### src/rtl/spi_pkg.sv
package spi_pkg;

   typedef struct packed {
      logic master;
      logic cpol;
      logic cpha;
   } spi_cfg_t;

   // which clock edge classes sample and shift for a given phase setting
   function automatic logic samples_on_lead(input logic cpha);
      return !cpha;
   endfunction

endpackage

### src/rtl/spi_mseq.sv
module spi_mseq #(
   parameter int unsigned DATA_W = 8,
   parameter int unsigned DIV_W  = 8
) (
   input  logic              clk,
   input  logic              rst_n,
   input  logic              en,
   input  logic              cpha,
   input  logic [DIV_W-1:0]  div,
   input  logic              wr,
   input  logic [DATA_W-1:0] wr_data,
   output logic              busy,
   output logic              phase,
   output logic              start,
   output logic              load,
   output logic [DATA_W-1:0] load_data,
   output logic              lead_ev,
   output logic              trail_ev
);
   localparam int unsigned EDGES = 2 * DATA_W;
   localparam int unsigned EW    = $clog2(EDGES);
   localparam logic [EW-1:0] LAST_EDGE = EW'(EDGES - 1);

   logic              run_q;
   logic [DIV_W-1:0]  hcnt_q;
   logic [EW-1:0]     eidx_q;
   logic              phase_q;
   logic              pend_v_q;
   logic [DATA_W-1:0] pend_q;
   logic [DIV_W-1:0]  half;
   logic              edge_now;
   logic              last_edge;

   assign half      = (div == '0) ? '0 : div - DIV_W'(1);
   assign edge_now  = run_q && (hcnt_q == '0);
   assign last_edge = edge_now && (eidx_q == LAST_EDGE);
   assign lead_ev   = edge_now && !eidx_q[0];
   assign trail_ev  = edge_now &&  eidx_q[0];
   assign start     = en && wr && !run_q;
   assign load      = start || (last_edge && (pend_v_q || wr));
   assign load_data = (start || !pend_v_q) ? wr_data : pend_q;
   assign busy      = run_q;
   assign phase     = phase_q;

   always_ff @(posedge clk or negedge rst_n) begin
      if (!rst_n) begin
         run_q    <= 1'b0;
         hcnt_q   <= '0;
         eidx_q   <= '0;
         phase_q  <= 1'b0;
         pend_v_q <= 1'b0;
         pend_q   <= '0;
      end else if (!en) begin
         run_q    <= 1'b0;
         phase_q  <= 1'b0;
         pend_v_q <= 1'b0;
      end else begin
         if (start) begin
            run_q   <= 1'b1;
            eidx_q  <= '0;
            phase_q <= 1'b0;
            hcnt_q  <= cpha ? half : '0;
         end else if (edge_now) begin
            phase_q <= ~phase_q;
            hcnt_q  <= half;
            if (last_edge) begin
               eidx_q <= '0;
               if (!(pend_v_q || wr)) run_q <= 1'b0;
            end else begin
               eidx_q <= eidx_q + EW'(1);
            end
         end else if (run_q) begin
            hcnt_q <= hcnt_q - DIV_W'(1);
         end

         if (last_edge) begin
            pend_v_q <= pend_v_q && wr;
            if (wr) pend_q <= wr_data;
         end else if (wr && run_q) begin
            pend_v_q <= 1'b1;
            pend_q   <= wr_data;
         end
      end
   end
endmodule

### src/rtl/spi_sfront.sv
module spi_sfront #(
   parameter int unsigned SYNC_STAGES = 2
) (
   input  logic clk,
   input  logic rst_n,
   input  logic en,
   input  logic cpol,
   input  logic sck_in,
   input  logic sd_in,
   output logic lead_ev,
   output logic trail_ev,
   output logic sd_sync
);
   localparam int unsigned S = SYNC_STAGES;

   if (SYNC_STAGES < 2) begin : g_bad_sync
      $error("spi_sfront: SYNC_STAGES must be at least 2");
   end

   logic [S:0]   sck_q;
   logic [S-1:0] sd_q;
   logic         rise;
   logic         fall;

   always_ff @(posedge clk or negedge rst_n) begin
      if (!rst_n) begin
         sck_q <= '0;
         sd_q  <= '0;
      end else if (!en) begin
         sck_q <= {(S+1){cpol}};
         sd_q  <= '0;
      end else begin
         sck_q <= {sck_q[S-1:0], sck_in};
         sd_q  <= {sd_q[S-2:0], sd_in};
      end
   end

   assign rise     =  sck_q[S-1] & ~sck_q[S];
   assign fall     = ~sck_q[S-1] &  sck_q[S];
   assign lead_ev  = en && (cpol ? fall : rise);
   assign trail_ev = en && (cpol ? rise : fall);
   assign sd_sync  = sd_q[S-1];
endmodule

### src/rtl/spi_shift.sv
module spi_shift
   import spi_pkg::*;
#(
   parameter int unsigned DATA_W = 8
) (
   input  logic              clk,
   input  logic              rst_n,
   input  logic              cpha,
   input  logic              lead_ev,
   input  logic              trail_ev,
   input  logic              din,
   input  logic              clr,
   input  logic              load,
   input  logic [DATA_W-1:0] load_data,
   output logic              dout,
   output logic              done,
   output logic [DATA_W-1:0] rx_byte
);
   localparam int unsigned CW = $clog2(DATA_W);
   localparam logic [CW-1:0] LAST_BIT = CW'(DATA_W - 1);

   logic [DATA_W-1:0] tx_q;
   logic [DATA_W-1:0] rx_q;
   logic [CW-1:0]     cnt_q;
   logic              sample_ev;
   logic              shift_ev;

   assign sample_ev = samples_on_lead(cpha) ? lead_ev : trail_ev;
   assign shift_ev  = samples_on_lead(cpha) ? trail_ev : lead_ev;
   assign done      = sample_ev && (cnt_q == LAST_BIT);
   assign rx_byte   = {rx_q[DATA_W-2:0], din};
   assign dout      = tx_q[DATA_W-1];

   always_ff @(posedge clk or negedge rst_n) begin
      if (!rst_n) begin
         tx_q  <= '0;
         rx_q  <= '0;
         cnt_q <= '0;
      end else begin
         if (clr) begin
            cnt_q <= '0;
         end else if (sample_ev) begin
            rx_q  <= {rx_q[DATA_W-2:0], din};
            cnt_q <= (cnt_q == LAST_BIT) ? '0 : cnt_q + CW'(1);
         end

         if (load) begin
            tx_q <= load_data;
         end else if (shift_ev && !(cpha && cnt_q == '0)) begin
            tx_q <= {tx_q[DATA_W-2:0], 1'b0};
         end
      end
   end
endmodule

### src/rtl/spi_rxbuf.sv
module spi_rxbuf #(
   parameter int unsigned DATA_W = 8
) (
   input  logic              clk,
   input  logic              rst_n,
   input  logic              done,
   input  logic [DATA_W-1:0] new_byte,
   input  logic              rd,
   output logic [DATA_W-1:0] data,
   output logic              full,
   output logic              irq
);
   logic [DATA_W-1:0] hold_q;
   logic              full_q;
   logic              irq_q;

   always_ff @(posedge clk or negedge rst_n) begin
      if (!rst_n) begin
         hold_q <= '0;
         full_q <= 1'b0;
         irq_q  <= 1'b0;
      end else if (done) begin
         hold_q <= new_byte;
         full_q <= 1'b1;
         irq_q  <= !full_q || rd;
      end else begin
         irq_q <= 1'b0;
         if (rd) full_q <= 1'b0;
      end
   end

   assign data = hold_q;
   assign full = full_q;
   assign irq  = irq_q;
endmodule

### src/rtl/spi_xcvr.sv
module spi_xcvr
   import spi_pkg::*;
#(
   parameter int unsigned DATA_W      = 8,
   parameter int unsigned DIV_W       = 8,
   parameter int unsigned SYNC_STAGES = 2
) (
   input  logic              clk,
   input  logic              rst_n,
   input  logic              cfg_master,
   input  logic              cfg_cpol,
   input  logic              cfg_cpha,
   input  logic [DIV_W-1:0]  cfg_div,
   input  logic              wr_tx,
   input  logic [DATA_W-1:0] wr_data,
   input  logic              rd_rx,
   output logic [DATA_W-1:0] rx_data,
   output logic              rx_full,
   output logic              busy,
   output logic              irq,
   output logic              sck_o,
   output logic              cs_n_o,
   output logic              sdo_o,
   input  logic              sck_i,
   input  logic              sdi_i
);
   if (DATA_W < 2) begin : g_bad_width
      $error("spi_xcvr: DATA_W must be at least 2");
   end
   if (DIV_W < 1) begin : g_bad_div
      $error("spi_xcvr: DIV_W must be at least 1");
   end

   spi_cfg_t cfg;
   assign cfg = '{master: cfg_master, cpol: cfg_cpol, cpha: cfg_cpha};

   logic              m_busy, m_phase, m_start, m_load, m_lead, m_trail;
   logic [DATA_W-1:0] m_load_data;
   logic              s_lead, s_trail, s_sd;
   logic              rx_done;
   logic [DATA_W-1:0] rx_byte;

   spi_mseq #(.DATA_W(DATA_W), .DIV_W(DIV_W)) u_mseq (
      .clk       (clk),
      .rst_n     (rst_n),
      .en        (cfg.master),
      .cpha      (cfg.cpha),
      .div       (cfg_div),
      .wr        (wr_tx),
      .wr_data   (wr_data),
      .busy      (m_busy),
      .phase     (m_phase),
      .start     (m_start),
      .load      (m_load),
      .load_data (m_load_data),
      .lead_ev   (m_lead),
      .trail_ev  (m_trail)
   );

   spi_sfront #(.SYNC_STAGES(SYNC_STAGES)) u_sfront (
      .clk      (clk),
      .rst_n    (rst_n),
      .en       (!cfg.master),
      .cpol     (cfg.cpol),
      .sck_in   (sck_i),
      .sd_in    (sdi_i),
      .lead_ev  (s_lead),
      .trail_ev (s_trail),
      .sd_sync  (s_sd)
   );

   spi_shift #(.DATA_W(DATA_W)) u_shift (
      .clk       (clk),
      .rst_n     (rst_n),
      .cpha      (cfg.cpha),
      .lead_ev   (cfg.master ? m_lead  : s_lead),
      .trail_ev  (cfg.master ? m_trail : s_trail),
      .din       (cfg.master ? sdi_i   : s_sd),
      .clr       (m_start),
      .load      (cfg.master ? m_load  : wr_tx),
      .load_data (cfg.master ? m_load_data : wr_data),
      .dout      (sdo_o),
      .done      (rx_done),
      .rx_byte   (rx_byte)
   );

   spi_rxbuf #(.DATA_W(DATA_W)) u_rxbuf (
      .clk      (clk),
      .rst_n    (rst_n),
      .done     (rx_done),
      .new_byte (rx_byte),
      .rd       (rd_rx),
      .data     (rx_data),
      .full     (rx_full),
      .irq      (irq)
   );

   assign busy   = m_busy;
   assign sck_o  = cfg.master ? (m_phase ^ cfg.cpol) : cfg.cpol;
   assign cs_n_o = !(cfg.master && m_busy);
endmodule

### config.mk
export PLATFORM = sky130hd
export DESIGN_NAME = spi_xcvr
export DESIGN_NICKNAME = d
export VERILOG_FILES = /design/src/rtl/spi_pkg.sv /design/src/rtl/spi_mseq.sv /design/src/rtl/spi_sfront.sv /design/src/rtl/spi_shift.sv /design/src/rtl/spi_rxbuf.sv /design/src/rtl/spi_xcvr.sv
export SDC_FILE = /design/constraint.sdc
export NUM_CORES = 1
export LEC_CHECK = 0
export ABC_CLOCK_PERIOD_IN_PS = 2700
export BUFFER_PORTS_ARGS = -buffer_cell sky130_fd_sc_hd__buf_2
export CAP_MARGIN = 20
export CORE_AREA = 2 2 114 127
export DETAILED_ROUTE_END_ITERATION = 8
export DIE_AREA = 0 0 116 129
export PLACE_DENSITY_LB_ADDON = 0.12
export SYNTH_ARGS = -nofsm -noshare
export SYNTH_HDL_FRONTEND = slang
export SYNTH_HIERARCHICAL = 1
export SYNTH_SLANG_ARGS = --single-unit
### constraint.sdc
create_clock -name clk -period 2.7 [get_ports clk]
set_input_delay 0.135 -clock clk [delete_from_list [all_inputs] [get_ports clk]]
set_output_delay 0.135 -clock clk [all_outputs]
set_load 0.05 [all_outputs]
==> results.sh <==
export IMPL_avgSynthCellArea_sq_um=10.6
export IMPL_dr_total_vias=2493
export IMPL_post_route_period_util_pct=94.3
export IMPL_drv_cap=0
export IMPL_switchingPower_mw=0.863
export IMPL_synth_area_sq_um=3370
export IMPL_area_delta_synth_final_pct=17.3
export IMPL_met3_usage_pct=1.79
export IMPL_place_hpwl_um=5870
export IMPL_layout_cells_non_filler=550
export IMPL_startpoint_type="register"
export IMPL_antenna_found_initial=0
export IMPL_crit_chain="or3_4 > nor3_2 > and2_1 > mux2_2 > mux2i_2 > and2b_1 > mux2_4"
export IMPL_synth_cell_types=60
export IMPL_clkTransAtPathRegs_ns=0.08
export IMPL_synth_cells=317
export IMPL_dp_worst_setup_slack_ns=0.140
export IMPL_num_nets_final=394
export IMPL_fp_dieArea_sq_um=15000
export IMPL_cpPeakStageDelay_ns=0.55
export IMPL_holdCritPathClass="in2async"
export IMPL_worstReg2RegEnd="u_rxbuf/data[4]$_DFFE_PN0P_"
export IMPL_synth_edf_count=0
export IMPL_top_usage_layer="met2"
export IMPL_timing_final_max_slew_violations=0
export IMPL_use_met1_pct=15.1
export IMPL_drive_gt1_share_pct=31.8
export IMPL_synth_commonest_cells="dfrtp_1 (56), mux2_2 (28), nand2_1 (25)"
export IMPL_core_sq_um=13600
export IMPL_cp_num_buf_inv=0
export IMPL_status="finished, violations left"
export IMPL_r2r_cells=7
export IMPL_violations="negative hold slack"
export IMPL_antenna_cells=0
export IMPL_grt_pass1_wl_um=13400
export IMPL_overflow=0
export IMPL_dpl_cell_area_sq_um=3800
export IMPL_slew_headroom_pct=39.7
export IMPL_power_total_mw=2.57
export IMPL_fin_ws_ns=0.154
export IMPL_port_buffers=38
export IMPL_met2_usage_pct=19.5
export IMPL_grt_pass1_vias=2603
export IMPL_gp_routability_congestion=0.726
export IMPL_cts_buffers=5
export IMPL_antenna_left=0
export IMPL_fin_area_sq_um=3950
export IMPL_wl_per_cell_um=14.5
export IMPL_share_comb_of_total_power_pct=29.8
export IMPL_cts_sinks=56
export IMPL_yosysMostFrequentCell="dfrtp_1"
export IMPL_h_tree_depth=2
export IMPL_initial_core_util_pct=24.7
export IMPL_yosysSeqAreaShare_pct=41.6
export IMPL_ir_drop_mv=0.288
export IMPL_setup_viol=0
export IMPL_whs_ns=-0.0312
export IMPL_r2r_start="u_mseq/hcnt_q[3]$_DFFE_PN0P_"
export IMPL_synth_seq_cells=56
export IMPL_worstSetupEndpointType="register"
export IMPL_p_leak_nw=1.76
export IMPL_internal_power_mw=1.70
export IMPL_fin_skew_ns=0.00670
export IMPL_groute_usage_overall_pct=11.5
export IMPL_r2r_setup_slack_ns=0.15
export IMPL_clockBufferDepth=2
export IMPL_std_cell_rows=45
export IMPL_synth_top_area_share_pct=41.6
export IMPL_period_needed_ns=2.55
export IMPL_crit_required_ns=2.89
export IMPL_postCtsHoldBufs=0
export IMPL_clockRootBuffer="clkbuf_16"
export IMPL_cts_tree="done"
export IMPL_via_per_inst=4.53
export IMPL_drt_total_wl_um=7990
export IMPL_synth_top_cells_by_area="dfrtp_1 (42%), mux2_2 (9.4%), mux2_4 (6.7%), ha_1 (3.0%), nand3_1 (3.0%)"
export IMPL_crit_type="reg2reg"
export IMPL_drt_iter0_drc=75
export IMPL_grt_max_degree=38
export IMPL_cp_data_arrival_time_ns=2.73
export IMPL_synthDominantAreaCellType="dfrtp_1"
export IMPL_place_inst=542
export IMPL_post_route_drc_count=0
export IMPL_hold_violations=35
export IMPL_cts_resized=0
export IMPL_cpLargestDelayFamily="simple AND/OR/NAND/NOR gates"
export IMPL_switching_share_pct=33.6
export IMPL_yosys_warnings=6
export IMPL_die_w_um=116
export IMPL_rsz0062_at_grt="false"
export IMPL_ys_flop_type="dfrtp_1"
export IMPL_slowest_stage="and2b_1"
export IMPL_syn_num_nets=350
export IMPL_tns_ns=0
export IMPL_postCtsSetupRepairBufs=0
export IMPL_pin_count=39
export IMPL_p_per_area_nw_per_um2=650
export IMPL_die_h_um=129
export IMPL_clock_latency_ns=0.30
export IMPL_max_freq_mhz=393
export IMPL_tightest_slew_ns=0.904
export IMPL_power_frac_clock_pct=26.1
export IMPL_seq_power_share_pct=44.1
export IMPL_worstPathMaxFanout=10
export IMPL_firstDrtPassIters=4
export IMPL_async_flop_share_pct=100
cells in the final DEF (no fill, tap or decap), drive strengths merged, types with 2 or more instances in the layout:
master	Yosys	final
dfrtp	56	56
buf	9	51
mux2	43	43
nand2	25	25
nand3	21	21
nor2	15	15
nor2b	12	12
inv	11	12
a21oi	10	10
o211ai	10	10
nand2b	9	9
ha	8	8
a22oi	7	7
and2	6	6
nor3	6	6
o21ai	6	6
clkbuf	5	5
a31oi	5	5
mux2i	5	5
o22ai	4	4
o221ai	4	4
o31ai	4	4
a22o	3	3
and2b	3	3
or3b	3	3
or3	3	3
xnor2	2	2
clkinv	0	2
o22a	2	2
o2111ai	2	2
o21a	2	2
nand3b	2	2
nor4b	2	2
how the worst max path moves through the flow:
| stage | startpoint | depth (start not counted) | end |
|---|---|---|---|
| 3_5_place_dp | u_mseq/hcnt_q[3]$_DFFE_PN0P_ | 7 | u_rxbuf/data[1]$_DFFE_PN0P_ |
| 6_report | u_mseq/hcnt_q[3]$_DFFE_PN0P_ | 7 | u_rxbuf/data[4]$_DFFE_PN0P_ |
| 2_1_floorplan | u_mseq/busy$_DFFE_PN0P_ | 9 | u_rxbuf/data[0]$_DFFE_PN0P_ |
| 5_1_grt | u_mseq/hcnt_q[3]$_DFFE_PN0P_ | 7 | u_rxbuf/data[4]$_DFFE_PN0P_ |
| 4_1_cts | u_mseq/hcnt_q[3]$_DFFE_PN0P_ | 7 | u_rxbuf/data[0]$_DFFE_PN0P_ |
| 3_3_place_gp | u_mseq/hcnt_q[3]$_DFFE_PN0P_ | 7 | u_rxbuf/data[3]$_DFFE_PN0P_ |
power groups by stage:
stage | Combinational [mW] | Sequential (mW) | Clock (mW)
2_1_floorplan | 0.556 | 1.12 | 0
3_3_place_gp | 0.778 | 1.15 | 0
3_5_place_dp | 0.779 | 1.15 | 0
4_1_cts | 0.780 | 1.13 | 0.716
5_1_grt | 0.861 | 1.16 | 0.738
6_report | 0.764 | 1.13 | 0.671
area by class of cell:
type | instances | area, sq um
Multi-Input combinational cell | 236 | 1830
Timing Repair Buffer | 51 | 288
Tap cell | 188 | 235
Clock inverter | 3 | 26.3
Inverter | 11 | 41.3
Fill cell | 1476 | 9680
Clock buffer | 5 | 125
Sequential cell | 56 | 1400
logic make-up after synthesis:
family | synth area share, %
xor+xnor | 0.520
simple gates | 18.5
buf+inv | 3.98
compound gates | 14.7
mux | 17.7
fa+ha+maj | 2.97
flops | 41.6
worst register-to-register path: cells and delay by family, from the launching register on:
kind / cells / cell delay [ns]
flip-flops: 1 / 0.44
multiplexers: 3 / 0.61
AND/OR/NAND/NOR: 4 / 1.38
registers in the layout, indices dropped and copies added (netlist names):
signal and flops:
u_mseq/busy 1, u_mseq/eidx_q 4, u_mseq/hcnt_q 8, u_mseq/pend_q 8
u_mseq/pend_v_q 1, u_mseq/phase 1, u_rxbuf/data 8, u_rxbuf/full 1
u_rxbuf/irq 1, u_sfront/sck_q 3, u_sfront/sd_q 2, u_shift/cnt_q 3
u_shift/rx_q 7, u_shift/tx_q 8
metrics by stage:
stage / hold slack (ns) / util [%]
after CTS: 0.00219 / 29.0
after global routing: 0.0397 / 29.0
after detailed placement: 0.333 / 27.9
after global placement: 0.338 / 27.9
final: -0.0312 / 29.0
after floorplan: -0.161 / -
per-layer routing:
metal / up-vias / routed length [um]
met2: 26 / 3940
met5: - / 0
met4: 0 / 116
met1: 1210 / 3750
li1: 1252 / -
met3: 5 / 184
Note: power is estimated with default switching activity, not from simulation.
